--- config.mk ---
export PLATFORM = sky130hd
export DESIGN_NAME = mm_reg_agent
export DESIGN_NICKNAME = d
export VERILOG_FILES = /design/src/rtl/mm_reg_pkg.sv /design/src/rtl/mm_addr_decode.sv /design/src/rtl/mm_reg_file.sv /design/src/rtl/mm_req_ctrl.sv /design/src/rtl/mm_reg_agent.sv
export SDC_FILE = /design/constraint.sdc
export NUM_CORES = 1
export LEC_CHECK = 0
export ABC_AREA = 1
export BUFFER_PORTS_ARGS = -buffer_cell sky130_fd_sc_hd__clkbuf_2
export CORE_UTILIZATION = 59
export CTS_CLUSTER_DIAMETER = 40
export CTS_CLUSTER_SIZE = 24
export DETAILED_ROUTE_END_ITERATION = 16
export PLACE_DENSITY_LB_ADDON = 0.25
export SYNTH_ARGS = -nofsm -noshare
export SYNTH_HDL_FRONTEND = slang
export SYNTH_SLANG_ARGS = --single-unit
export TNS_END_PERCENT = 20
--- constraint.sdc ---
create_clock -name clk_i -period 2.8 [get_ports clk_i]
set_clock_uncertainty 0.05 [all_clocks]
set_input_delay 0.56 -clock clk_i [delete_from_list [all_inputs] [get_ports clk_i]]
set_output_delay 0.56 -clock clk_i [all_outputs]
set_load 0.01 [all_outputs]
--- src/rtl/mm_reg_pkg.sv ---
package mm_reg_pkg;
  typedef enum logic [1:0] {ST_IDLE, ST_EXEC, ST_RESP} agent_state_e;
  typedef enum logic [1:0] {ACC_NONE, ACC_RW, ACC_RO, ACC_WO} acc_kind_e;

  localparam logic [1:0] RSP_OKAY   = 2'b00;
  localparam logic [1:0] RSP_SLVERR = 2'b10;

  localparam int unsigned SLOT_CTRL    = 0;
  localparam int unsigned SLOT_SCRATCH = 1;
  localparam int unsigned SLOT_ID      = 2;
  localparam int unsigned SLOT_CMD     = 3;
  localparam int unsigned SLOT_ECHO    = 4;
  localparam int unsigned SLOT_W       = 3;
endpackage

--- src/rtl/mm_addr_decode.sv ---
module mm_addr_decode
  import mm_reg_pkg::*;
#(
  parameter int unsigned AW = 4
) (
  input  logic [AW-1:0]     addr_i,
  output acc_kind_e         kind_o,
  output logic [SLOT_W-1:0] slot_o
);
  always_comb begin
    kind_o = ACC_NONE;
    slot_o = '0;
    if (addr_i == AW'(SLOT_CTRL)) begin
      kind_o = ACC_RW; slot_o = SLOT_W'(SLOT_CTRL);
    end else if (addr_i == AW'(SLOT_SCRATCH)) begin
      kind_o = ACC_RW; slot_o = SLOT_W'(SLOT_SCRATCH);
    end else if (addr_i == AW'(SLOT_ID)) begin
      kind_o = ACC_RO; slot_o = SLOT_W'(SLOT_ID);
    end else if (addr_i == AW'(SLOT_CMD)) begin
      kind_o = ACC_WO; slot_o = SLOT_W'(SLOT_CMD);
    end else if (addr_i == AW'(SLOT_ECHO)) begin
      kind_o = ACC_RO; slot_o = SLOT_W'(SLOT_ECHO);
    end
  end
endmodule

--- src/rtl/mm_reg_file.sv ---
module mm_reg_file
  import mm_reg_pkg::*;
#(
  parameter int unsigned DW       = 32,
  parameter logic [DW-1:0] ID_VALUE = '0,
  localparam int unsigned NB      = DW / 8
) (
  input  logic              clk_i,
  input  logic              rst_ni,
  input  logic              wr_en_i,
  input  logic [SLOT_W-1:0] slot_i,
  input  logic [DW-1:0]     wdata_i,
  input  logic [NB-1:0]     be_i,
  output logic [DW-1:0]     rdata_o
);
  logic [DW-1:0] ctrl_q, scratch_q, cmd_q;
  logic [DW-1:0] lane_mask;

  for (genvar b = 0; b < NB; b++) begin : g_lane
    assign lane_mask[b*8 +: 8] = {8{be_i[b]}};
  end

  function automatic logic [DW-1:0] merge(input logic [DW-1:0] old_v);
    return (old_v & ~lane_mask) | (wdata_i & lane_mask);
  endfunction

  always_ff @(posedge clk_i or negedge rst_ni) begin
    if (!rst_ni) begin
      ctrl_q    <= '0;
      scratch_q <= '0;
      cmd_q     <= '0;
    end else if (wr_en_i) begin
      if (slot_i == SLOT_W'(SLOT_CTRL))    ctrl_q    <= merge(ctrl_q);
      if (slot_i == SLOT_W'(SLOT_SCRATCH)) scratch_q <= merge(scratch_q);
      if (slot_i == SLOT_W'(SLOT_CMD))     cmd_q     <= merge(cmd_q);
    end
  end

  always_comb begin
    unique case (slot_i)
      SLOT_W'(SLOT_CTRL):    rdata_o = ctrl_q;
      SLOT_W'(SLOT_SCRATCH): rdata_o = scratch_q;
      SLOT_W'(SLOT_ID):      rdata_o = ID_VALUE;
      SLOT_W'(SLOT_ECHO):    rdata_o = cmd_q;
      default:               rdata_o = '0;
    endcase
  end

  AST_HOLD_WITHOUT_WRITE: assert property (@(posedge clk_i) disable iff (!rst_ni)
    !wr_en_i |=> ($stable(ctrl_q) && $stable(scratch_q) && $stable(cmd_q)));
endmodule

--- src/rtl/mm_req_ctrl.sv ---
module mm_req_ctrl
  import mm_reg_pkg::*;
#(
  parameter int unsigned AW = 4,
  parameter int unsigned DW = 32,
  localparam int unsigned NB = DW / 8
) (
  input  logic          clk_i,
  input  logic          rst_ni,
  input  logic          read_i,
  input  logic          write_i,
  input  logic [AW-1:0] address_i,
  input  logic [DW-1:0] writedata_i,
  input  logic [NB-1:0] byteenable_i,
  output logic          waitrequest_o,
  output logic          exec_o,
  output logic          cmd_rd_o,
  output logic [AW-1:0] cmd_addr_o,
  output logic [DW-1:0] cmd_wdata_o,
  output logic [NB-1:0] cmd_be_o,
  input  logic [DW-1:0] exec_rdata_i,
  input  logic          exec_err_i,
  output logic          rvalid_o,
  output logic          wrvalid_o,
  output logic [DW-1:0] rdata_o,
  output logic [1:0]    resp_o
);
  agent_state_e state_q;
  logic accept;

  assign waitrequest_o = (state_q != ST_IDLE);
  assign accept        = (state_q == ST_IDLE) && (read_i || write_i);
  assign exec_o        = (state_q == ST_EXEC);

  always_ff @(posedge clk_i or negedge rst_ni) begin
    if (!rst_ni) begin
      state_q     <= ST_IDLE;
      cmd_rd_o    <= 1'b0;
      cmd_addr_o  <= '0;
      cmd_wdata_o <= '0;
      cmd_be_o    <= '0;
      rvalid_o    <= 1'b0;
      wrvalid_o   <= 1'b0;
      rdata_o     <= '0;
      resp_o      <= RSP_OKAY;
    end else begin
      unique case (state_q)
        ST_IDLE: if (accept) begin
          state_q     <= ST_EXEC;
          cmd_rd_o    <= read_i;  // read wins when both are set
          cmd_addr_o  <= address_i;
          cmd_wdata_o <= writedata_i;
          cmd_be_o    <= byteenable_i;
        end
        ST_EXEC: begin
          state_q   <= ST_RESP;
          rvalid_o  <= cmd_rd_o;
          wrvalid_o <= !cmd_rd_o;
          rdata_o   <= cmd_rd_o ? exec_rdata_i : '0;
          resp_o    <= exec_err_i ? RSP_SLVERR : RSP_OKAY;
        end
        default: begin
          state_q   <= ST_IDLE;
          rvalid_o  <= 1'b0;
          wrvalid_o <= 1'b0;
          rdata_o   <= '0;
          resp_o    <= RSP_OKAY;
        end
      endcase
    end
  end

  AST_STROBE_EXCL: assert property (@(posedge clk_i) disable iff (!rst_ni)
    !(rvalid_o && wrvalid_o));
  AST_ACCEPT_LATENCY: assert property (@(posedge clk_i) disable iff (!rst_ni)
    ((read_i || write_i) && !waitrequest_o) |-> ##2 (rvalid_o || wrvalid_o));
  AST_STALL_COVERS_STROBE: assert property (@(posedge clk_i) disable iff (!rst_ni)
    (rvalid_o || wrvalid_o) |-> waitrequest_o);
  AST_RELEASE_AFTER_STROBE: assert property (@(posedge clk_i) disable iff (!rst_ni)
    (rvalid_o || wrvalid_o) |=> !waitrequest_o);
  AST_READ_WINS: assert property (@(posedge clk_i) disable iff (!rst_ni)
    (read_i && write_i && !waitrequest_o) |-> ##2 (rvalid_o && !wrvalid_o));
  AST_RESP_CODE: assert property (@(posedge clk_i) disable iff (!rst_ni)
    (resp_o == RSP_OKAY) || ((resp_o == RSP_SLVERR) && (rvalid_o || wrvalid_o)));
endmodule

--- src/rtl/mm_reg_agent.sv ---
module mm_reg_agent
  import mm_reg_pkg::*;
#(
  parameter int unsigned   AW             = 4,
  parameter int unsigned   DW             = 32,
  parameter bit            ERR_BAD_ADDR   = 1'b1,
  parameter bit            ERR_BAD_ACCESS = 1'b1,
  parameter logic [DW-1:0] ID_VALUE       = DW'(32'hA5C3_0001),
  localparam int unsigned  NB             = DW / 8
) (
  input  logic          clk_i,
  input  logic          rst_ni,
  input  logic          read_i,
  input  logic          write_i,
  input  logic [AW-1:0] address_i,
  input  logic [DW-1:0] writedata_i,
  input  logic [NB-1:0] byteenable_i,
  output logic          waitrequest_o,
  output logic          rvalid_o,
  output logic          wrvalid_o,
  output logic [DW-1:0] rdata_o,
  output logic [1:0]    resp_o
);
  logic              exec, cmd_rd, wr_en, exec_err, policy_bad;
  logic [AW-1:0]     cmd_addr;
  logic [DW-1:0]     cmd_wdata, file_rdata, exec_rdata;
  logic [NB-1:0]     cmd_be;
  logic [SLOT_W-1:0] slot;
  acc_kind_e         kind;

  mm_req_ctrl #(.AW(AW), .DW(DW)) u_ctrl (
    .clk_i, .rst_ni, .read_i, .write_i, .address_i, .writedata_i, .byteenable_i,
    .waitrequest_o,
    .exec_o       (exec),
    .cmd_rd_o     (cmd_rd),
    .cmd_addr_o   (cmd_addr),
    .cmd_wdata_o  (cmd_wdata),
    .cmd_be_o     (cmd_be),
    .exec_rdata_i (exec_rdata),
    .exec_err_i   (exec_err),
    .rvalid_o, .wrvalid_o, .rdata_o, .resp_o
  );

  mm_addr_decode #(.AW(AW)) u_dec (
    .addr_i (cmd_addr),
    .kind_o (kind),
    .slot_o (slot)
  );

  assign policy_bad = cmd_rd ? (kind == ACC_WO) : (kind == ACC_RO);
  assign wr_en      = exec && !cmd_rd && ((kind == ACC_RW) || (kind == ACC_WO));
  assign exec_rdata = (cmd_rd && ((kind == ACC_RW) || (kind == ACC_RO))) ? file_rdata : '0;
  assign exec_err   = (kind == ACC_NONE) ? ERR_BAD_ADDR : (policy_bad && ERR_BAD_ACCESS);

  mm_reg_file #(.DW(DW), .ID_VALUE(ID_VALUE)) u_file (
    .clk_i, .rst_ni,
    .wr_en_i (wr_en),
    .slot_i  (slot),
    .wdata_i (cmd_wdata),
    .be_i    (cmd_be),
    .rdata_o (file_rdata)
  );

  AST_RDATA_QUIET: assert property (@(posedge clk_i) disable iff (!rst_ni)
    !rvalid_o |-> (rdata_o == '0));
endmodule

# Word-level counts from Yosys, hierarchy flattened

Cells that the tools add are included.

Muxes and demuxes: 22
Shift-type cells: 0
Reduce and logical (&&, ||, !) cells: 17
Equality and inequality tests: 13
Multiply operators: 0
Bitwise logic cells: 8
$add $sub $neg: 0
$lt $le $gt $ge: 0
Divide/modulo/power cells: 0

Operators with widths:

| kind                 | count |
|---|---|
| $and A32 B32 Y32     | 4 |
| $pmux W32 S4         | 1 |
| $or A32 B32 Y32      | 3 |
| $mux W32             | 2 |
| $pmux W32 S2         | 1 |
| $not A32 Y32         | 1 |
| $mux W3              | 5 |
| $mux W2              | 7 |
| $eq A4 B2 Y1 const B | 2 |
| $pmux W2 S2          | 2 |
| $reduce_and A2 Y1    | 4 |
| $eq A3 B2 Y1 const B | 2 |
| $eq A2 B1 Y1 const B | 2 |
| $eq A2 B2 Y1 const B | 2 |
| $eq A4 B1 Y1 const B | 1 |
| $eq A4 B3 Y1 const B | 1 |
| $logic_and A1 B1 Y1  | 4 |
| $logic_not A2 Y1     | 2 |
| $logic_not A4 Y1     | 1 |
| $pmux W1 S2          | 2 |
| $eq A3 B1 Y1 const B | 1 |
| $eq A3 B3 Y1 const B | 1 |
| $logic_not A3 Y1     | 1 |
| $logic_or A1 B1 Y1   | 3 |
| 4 further kinds      | 5 |

Register bits after elaboration: 175
Bits of input ports: 44
Memory bits (read-only): 0
Bits in latches: 0
Memories kept: 0
Output and inout bits: 37
RAM bits: 0
Word-level logic and storage cells: 72

# Longest topological paths before layout

Gate-level depths: netlist of the first run.

Depth in word-level cells: 12
Gate-level depth with buffers: 12
Mapped depth without buffers: 10

# By module

Synthesis of the first run repeated with hierarchy kept, for this count alone.

Cell total of the unflattened synthesis: 1008
Area total of the unflattened synthesis: 8059.0 sq um

By module, submodules not included:

| module         | area an instance (sq um) | sequential area each (sq um) | times used | cells an instance |
|---|---|---|---|---|
| mm_reg_file    | 4515.6                   | 2402.3                       | 1          | 572 |
| mm_req_ctrl    | 3114.2                   | 1951.9                       | 1          | 341 |
| mm_reg_agent   | 374.1                    | 0.0                          | 1          | 82 |
| mm_addr_decode | 55.1                     | 0.0                          | 1          | 13 |

# Worst setup path after synthesis of the first run

OpenSTA, ideal clock, no wires.

Path kind: register to register
From: register u_ctrl.cmd_addr_o[3]
To: register u_ctrl.rdata_o[22]
Buffers on the path: 3
Setup time: 0.066 ns
Stages on the path, launching flop included: 13
Data arrival time: 2.331 ns
Setup slack: 0.354 ns
Period minus slack after synthesis: 2.446 ns
Data required time: 2.684 ns
Cell sequence: dfrtp_1 > nor2_4 > buf_2 > buf_2 > inv_1 > o21ai_0 > inv_1 > ha_1 > nand3_1 > a31oi_1 > clkbuf_1 > nand2_1 > nand2_1

Longest elaborated chain between the ends: 12
Elaborated cells on any way between the ends: 27
Classes of those cells: eq/ne (9); mux (14); reduce/logical (4)

RTL lines:

| what                                                                 | RTL line           | text |
|---|---|---|
| start, declared                                                      | mm_req_ctrl.sv:18  | `output logic [AW-1:0] cmd_addr_o,` |
| start signal, assigned                                               | mm_req_ctrl.sv:51  | `cmd_addr_o <= address_i;` |
| parallel branches: the longest is 9 deep, another holds $pmux W32 S4 | --                 |  |
| $mux W32 *                                                           | mm_reg_agent.sv:52 | `assign exec_rdata = (cmd_rd && ((kind == ACC_RW) \|\| (kind == ACC_RO))) ? file_rdata : '0;` |
| $mux W32 *                                                           | mm_req_ctrl.sv:59  | `rdata_o <= cmd_rd_o ? exec_rdata_i : '0;` |
| $pmux W32 S2 *                                                       | mm_req_ctrl.sv:47  | `unique case (state_q)` |
| end signal, assigned                                                 | mm_req_ctrl.sv:59  |  |
| end, declared                                                        | mm_req_ctrl.sv:25  | `output logic [DW-1:0] rdata_o,` |

Every way passes the cells marked *.
A chain may end at the register's enable or synchronous reset.

# Final worst setup path of the first run

From: register u_ctrl.cmd_addr_o[3]
To: register u_ctrl.rdata_o[8]

The elaborated chain is that of the path after synthesis.

==> results of run 1 <==
[cells by family (layout without fill, tap and decap cells)]
logic type	after synthesis	after routing	share of synthesized area (%)
flip-flops	174	174	57.3
buffers and inverters	125	203	6.67
other	1	1	0.0494
AND/OR/NAND/NOR	511	511	28.3
adder cells (fa/ha/maj)	3	3	0.494
AO/OA/AOI/OAI	107	107	7.17
[metrics by stage]
stage          total power, mW  setup slack [ps]  instance area [um^2]  hold WS, ps
2_1_floorplan             6.05               354                  7590          214
6_report                  9.51               487                  8760         28.6
5_1_grt                   10.1               271                  8760         66.2
3_5_place_dp              7.10               520                  8170          408
3_3_place_gp              7.00               639                  8170          403
4_1_cts                   9.51               473                  8760         44.1
[how the worst min path moves through the flow]
stage,start,end,slack [ps],cells past startpoint
finish,rst_ni,u_ctrl.rdata_o[4],30,1
global route,rst_ni,u_ctrl.rdata_o[4],70,1
CTS,rst_ni,asynchronous set/reset pin,40,1
detailed placement,flop,flop,410,2
global placement,flop,flop,400,2
floorplan,rst_ni,asynchronous set/reset pin,210,0
[power breakdown]
group | switching, mW | internal, mW
clock network | 0.918 | 1.46
registers | 0.628 | 3.40
logic | 2.18 | 0.919
total | 3.72 | 5.78
[area by class of cell]
cell class,count,area (um^2)
Sequential cell,174,4350
Multi-Input combinational cell,622,2750
Clock inverter,7,110
Inverter,75,282
Clock buffer,24,482
Fill cell,1010,3800
Tap cell,172,215
Timing Repair Buffer,97,574
[worst max-delay path: cells and delay by family, from the launching register on]
family	cells	cell delay, ps
adders and majority gates	1	280
and+or+nand+nor	4	560
DFF	1	430
AOI/OAI and AO/OA	2	500
buffers and inverters	3	420
[cells in the final DEF (no fill, tap or decap), types with 5 or more instances in the layout]
cell type / Yosys / final
clkbuf_2: 1 / 78
nand2_2: 8 / 8
dfrtp_1: 174 / 174
nor2_4: 5 / 5
o21ai_1: 71 / 71
nand2_1: 378 / 378
o21ai_0: 33 / 33
inv_1: 73 / 72
nor2_1: 24 / 21
nand4_1: 32 / 32
nand3_1: 61 / 61
buf_4: 1 / 15
clkbuf_16: 0 / 17
[layer usage]
layer	wire, um	part of all wire, %	global-route usage, %
met5	0	0	0
met4	277	1.6	10.4
met3	1080	6.1	4.92
met2	8310	47	45.8
met1	7950	45	41.4
==> flow_metrics.tcl, run 1 <==
set metrics [dict create \
    initial_core_util_pct 60.4 \
    final_period_minus_worst_setup_slack_ps 2310 \
    outcome "finished, final reports clean" \
    synth_area_per_cell_um2 8.25 \
    ios 81 \
    timing.setup.critical_path_class "reg2reg" \
    cap_viol_max_count 0 \
    setup_violations 0 \
    synth_fp_nets 968 \
    ratio_of_total_power_to_cell_area_nw_per_um2 1080 \
    r2r.worst_path.cells 10 \
    wire_per_inst_um 15.0 \
    worstSetupEndpoint "u_ctrl.rdata_o[8]" \
    synth_enable_flop_cells 0 \
    hold_path.class "in2async" \
    r2r_start "u_ctrl.cmd_addr_o[3]" \
    antenna_cells_inserted 0 \
    worst_path_largest_cell_delay_ps 430 \
    maximum_number_of_pins_on_one_net_before_global_route_repair 56 \
    synthMostInstantiatedCell "nand2_1" \
    synth_area_um2 7590 \
    finalHoldViolations 0 \
    vias_in_the_first_global_route 5853 \
    synth_cell_type_count 25 \
    fp.coreArea_um2 12600 \
    crit_path_end_kind "flop" \
    gr-usage-all-layers_pct 29.2 \
    synth_area_leaders "dfrtp_1, nand2_1, o21ai_1, nand3_1, inv_1" \
    setup_repair_after_global_routing_missed_its_margin "no" \
    critical_path.slowest_cell "dfrtp_1" \
    postCtsResizedCells 0 \
    timing.critical_path.arrival_ps 2630 \
    yosysWarningCount 0 \
    post-synth-top-area-cell "dfrtp_1" \
    worst_path_max_fanout 14 \
    cts_tree "built" \
    dpl.cell_count 1140 \
    clock_latency_of_the_later_clocked_register_in_the_worst_skew_pair_ps 430 \
    gr-total-overflow 0 \
    dieArea_um2 13300 \
    synth_async_sr_flop_share_pct 100 \
    final_net_count 1034 \
    htreeDepth 4 \
    first_iter_violations 476 \
    post_cts_hold_buffer_count 0 \
    postRouteWirelength_um 17600 \
    gp_congestion 0.803 \
    crit_chain "nor2_4, inv_1, o21ai_0, inv_1, ha_1, nand3_1, a31oi_2, buf_4, nand2_1, nand2_1" \
    drc 0 \
    synth.ff_latch_count 174 \
    yosysSeqAreaShare_pct 57.3 \
    floorplan.die.height_um 115 \
    area_share_of_the_largest_cell_type_after_synthesis_pct 57.3 \
    timing.critical_path.required_ps 3110 \
    worst_setup_hold_path_clk_slew_ps 60 \
    number_of_input_and_output_port_buffers_inserted 79 \
    ctsLongestPathBuffers 2 \
    sort_of_element_at_the_start_of_the_critical_path "flop" \
    dr_total_vias 6266 \
    areaGrowthSynthToFinish_pct 15.4 \
    grt_pass1_wl_um 29100 \
    antenna_found_initial 0 \
    r2r_end "u_ctrl.rdata_o[8]" \
    fmaxAchievable_mhz 432 \
    worstSetupStartpoint "u_ctrl.cmd_addr_o[3]" \
    post_synth_inst_count 921 \
    post_layout_nonfiller_instances 1171 \
    ctsRootBufferMaster "clkbuf_16" \
    cts.repair_timing.setup_buffer_count 0 \
    irDropWorstVdd_mv 0.535 \
    timing_max_transition_violations_final 0 \
    synth-main-ff-cell "dfrtp_1" \
    place_hpwl_um 10900 \
    chipWidth_um 115 \
    final.setup.tns_ps 0 \
    share_of_post_route_cells_with_drive_strength_above_1_pct 14.8 \
    finish.utilization_pct 69.7 \
    drtAntennaViolNets 0 \
    clock_sink_count 174 \
    normalized_max_slew_margin_pct 60.1 \
    row_count 41 \
    dr.pass1.iters 7 \
    cellLeakagePower_nw 4.71 \
    via_per_inst 5.35 \
    worst-slew-pin-transition_ps 597 \
    r2r_setup_slk_ps 490 \
    final_min_period_over_clock_period_pct 82.6 \
    cts_buffers 17 \
    synth.top_cells.by_count "nand2_1, dfrtp_1, inv_1" \
]
No activity file was read; power rests on OpenSTA's default activity.
==> inputs of run 2 (changes only) <==
--- a/config.mk
+++ b/config.mk
@@ -7,7 +7,7 @@
 export LEC_CHECK = 0
 export ABC_AREA = 1
 export BUFFER_PORTS_ARGS = -buffer_cell sky130_fd_sc_hd__clkbuf_2
-export CORE_UTILIZATION = 59
+export CORE_UTILIZATION = 53
 export CTS_CLUSTER_DIAMETER = 40
 export CTS_CLUSTER_SIZE = 24
 export DETAILED_ROUTE_END_ITERATION = 16
==> constraint.sdc (replaced) <==
create_clock -name clk_i -period 2 [get_ports clk_i]
set_clock_uncertainty 0.05 [all_clocks]
set_input_delay 0.4 -clock clk_i [delete_from_list [all_inputs] [get_ports clk_i]]
set_output_delay 0.4 -clock clk_i [all_outputs]
set_load 0.01 [all_outputs]
==> flow_metrics.tcl, run 2 (synthesis results as in run 1) <==
set metrics [dict create \
    dpl.cell_count 1162 \
    setup_repair_after_global_routing_missed_its_margin "yes" \
    worst_setup_hold_path_clk_slew_ps 60 \
    floorplan.die.height_um 122 \
    fmaxAchievable_mhz 508 \
    cts_buffers 17 \
    final_net_count 1054 \
    wire_per_inst_um 14.9 \
    grt_pass1_wl_um 29100 \
    worst_path_largest_cell_delay_ps 410 \
    timing.setup.critical_path_class "reg2reg" \
    worst_slack_ps 32.2 \
    post_layout_nonfiller_instances 1200 \
    htreeDepth 4 \
    initial_core_util_pct 54.5 \
    maximum_number_of_pins_on_one_net_before_global_route_repair 58 \
    cts_tree "built" \
    gp_congestion 0.769 \
    row_count 43 \
    ctsLongestPathBuffers 2 \
    antenna_found_initial 0 \
    cap_viol_max_count 0 \
    final_period_minus_worst_setup_slack_ps 1970 \
    ctsRootBufferMaster "clkbuf_16" \
    areaGrowthSynthToFinish_pct 18.9 \
    setup_violations 0 \
    dr_total_vias 6186 \
    sort_of_element_at_the_start_of_the_critical_path "flop" \
    first_iter_violations 416 \
    via_per_inst 5.16 \
    chipWidth_um 122 \
    critical_path.slowest_cell "dfrtp_1" \
    clock_sink_count 174 \
    postRouteWirelength_um 17800 \
    worst_path_max_fanout 19 \
    fp.coreArea_um2 13900 \
    crit_buf_inv 2 \
    drc 0 \
    cellLeakagePower_nw 4.83 \
    timing_max_transition_violations_final 0 \
    vias_in_the_first_global_route 5748 \
    layout.cells.most_common "nand2_1" \
    crit_path_end_kind "flop" \
    ios 81 \
    final_min_period_over_clock_period_pct 98.4 \
    place_hpwl_um 11300 \
    number_of_input_and_output_port_buffers_inserted 79 \
    most-common-layout-cells "nand2_1, dfrtp_1, clkbuf_2" \
    path_delay_family "simple AND/OR/NAND/NOR gates" \
    gr-usage-all-layers_pct 25.7 \
    dieArea_um2 14800 \
    gr-total-overflow 0 \
    crit_top_cell "nand2_1" \
    clock_latency_of_the_later_clocked_register_in_the_worst_skew_pair_ps 430 \
    dr.pass1.iters 5 \
    ratio_of_total_power_to_cell_area_nw_per_um2 1510 \
    final.setup.tns_ps 0 \
    crit_chain "buf_4, o21ai_0, nand2_1, inv_2, nand3_1, nand2_1, nand2_1" \
    dp_worst_setup_slack_ps 50.9 \
    share_of_post_route_cells_with_drive_strength_above_1_pct 17.4 \
    timing.critical_path.arrival_ps 2230 \
    finalHoldViolations 0 \
    hold_path.class "in2reg" \
    antenna_cells_inserted 0 \
    outcome "finished, final reports clean" \
    irDropWorstVdd_mv 0.940 \
    timing.critical_path.required_ps 2260 \
    drtAntennaViolNets 0 \
]
[run 2: repair_timing]
| action | 4_1_cts | 5_1_grt |
|---|---|---|
| hold endpoints to repair | 41 | 0 |
| setup endpoints to repair | 0 | 56 |
| resized for setup | 0 | 4 |
| buffers inserted | 0 | 3 |
| hold buffers | 1 | 0 |
[run 2: layout make-up]
type / instances / area (um^2)
Multi-Input combinational cell: 622 / 2780
Clock buffer: 21 / 470
Tap cell: 180 / 225
Inverter: 75 / 282
Sequential cell: 174 / 4350
Fill cell: 1212 / 4910
Clock inverter: 11 / 115
Timing Repair Buffer: 117 / 800
[run 2: tightest hold or removal path, stage by stage]
cell      delay (ps)
clkbuf_2          70
nand2_1           40
o21ai_0           50
[run 2: layer usage]
metal | global-route usage, % | share of wire [%] | vias up | wire length (um)
met4 | 8.49 | 1.4 | 0 | 244
met5 | 0 | 0 | - | 0
met3 | 4.54 | 5.1 | 21 | 906
li1 | - | - | 3088 | -
met2 | 39.6 | 45 | 166 | 8070
met1 | 37.1 | 48 | 2911 | 8600
[run 2: path summary, 6_finish.rpt]
| path | cells past startpoint | slack (ps) | from | endpoint |
|---|---|---|---|---|
| worst max-delay path | 7 | 30 | u_ctrl.cmd_addr_o[1] | flop |
| worst min-delay path | 3 | 130 | writedata_i[11] | u_ctrl.cmd_wdata_o[11] |
| worst max register to register | 7 | 30 | u_ctrl.cmd_addr_o[1] | flop |
| worst min register to register | 2 | 420 | flop | flop |
| max in group asynchronous | 3 | 790 | rst_ni | u_ctrl.rdata_o[18] |
| min in group asynchronous | 2 | 410 | rst_ni | u_ctrl.rdata_o[28] |
[run 2: metrics by stage]
stage / utilization [%] / cell area (um^2) / hold slack [ps] / total power [mW]
3_3_place_gp: 59.8 / 8330 / 302 / 10.1
3_5_place_dp: 59.8 / 8330 / 304 / 10.2
4_1_cts: 64.1 / 8930 / 118 / 13.5
5_1_grt: 64.8 / 9030 / 128 / 14.6
2_1_floorplan: - / 7650 / 54.4 / 8.58
6_report: 64.8 / 9030 / 126 / 13.7
[run 2: power by group]
part           switching, mW  leakage (nW)  internal, mW  total, mW
Sequential             0.792          2.32          4.76       5.56
Combinational           3.23          2.22          1.62       4.84
Clock                   1.34         0.292          1.93       3.27
Total                   5.36          4.83          8.31       13.7
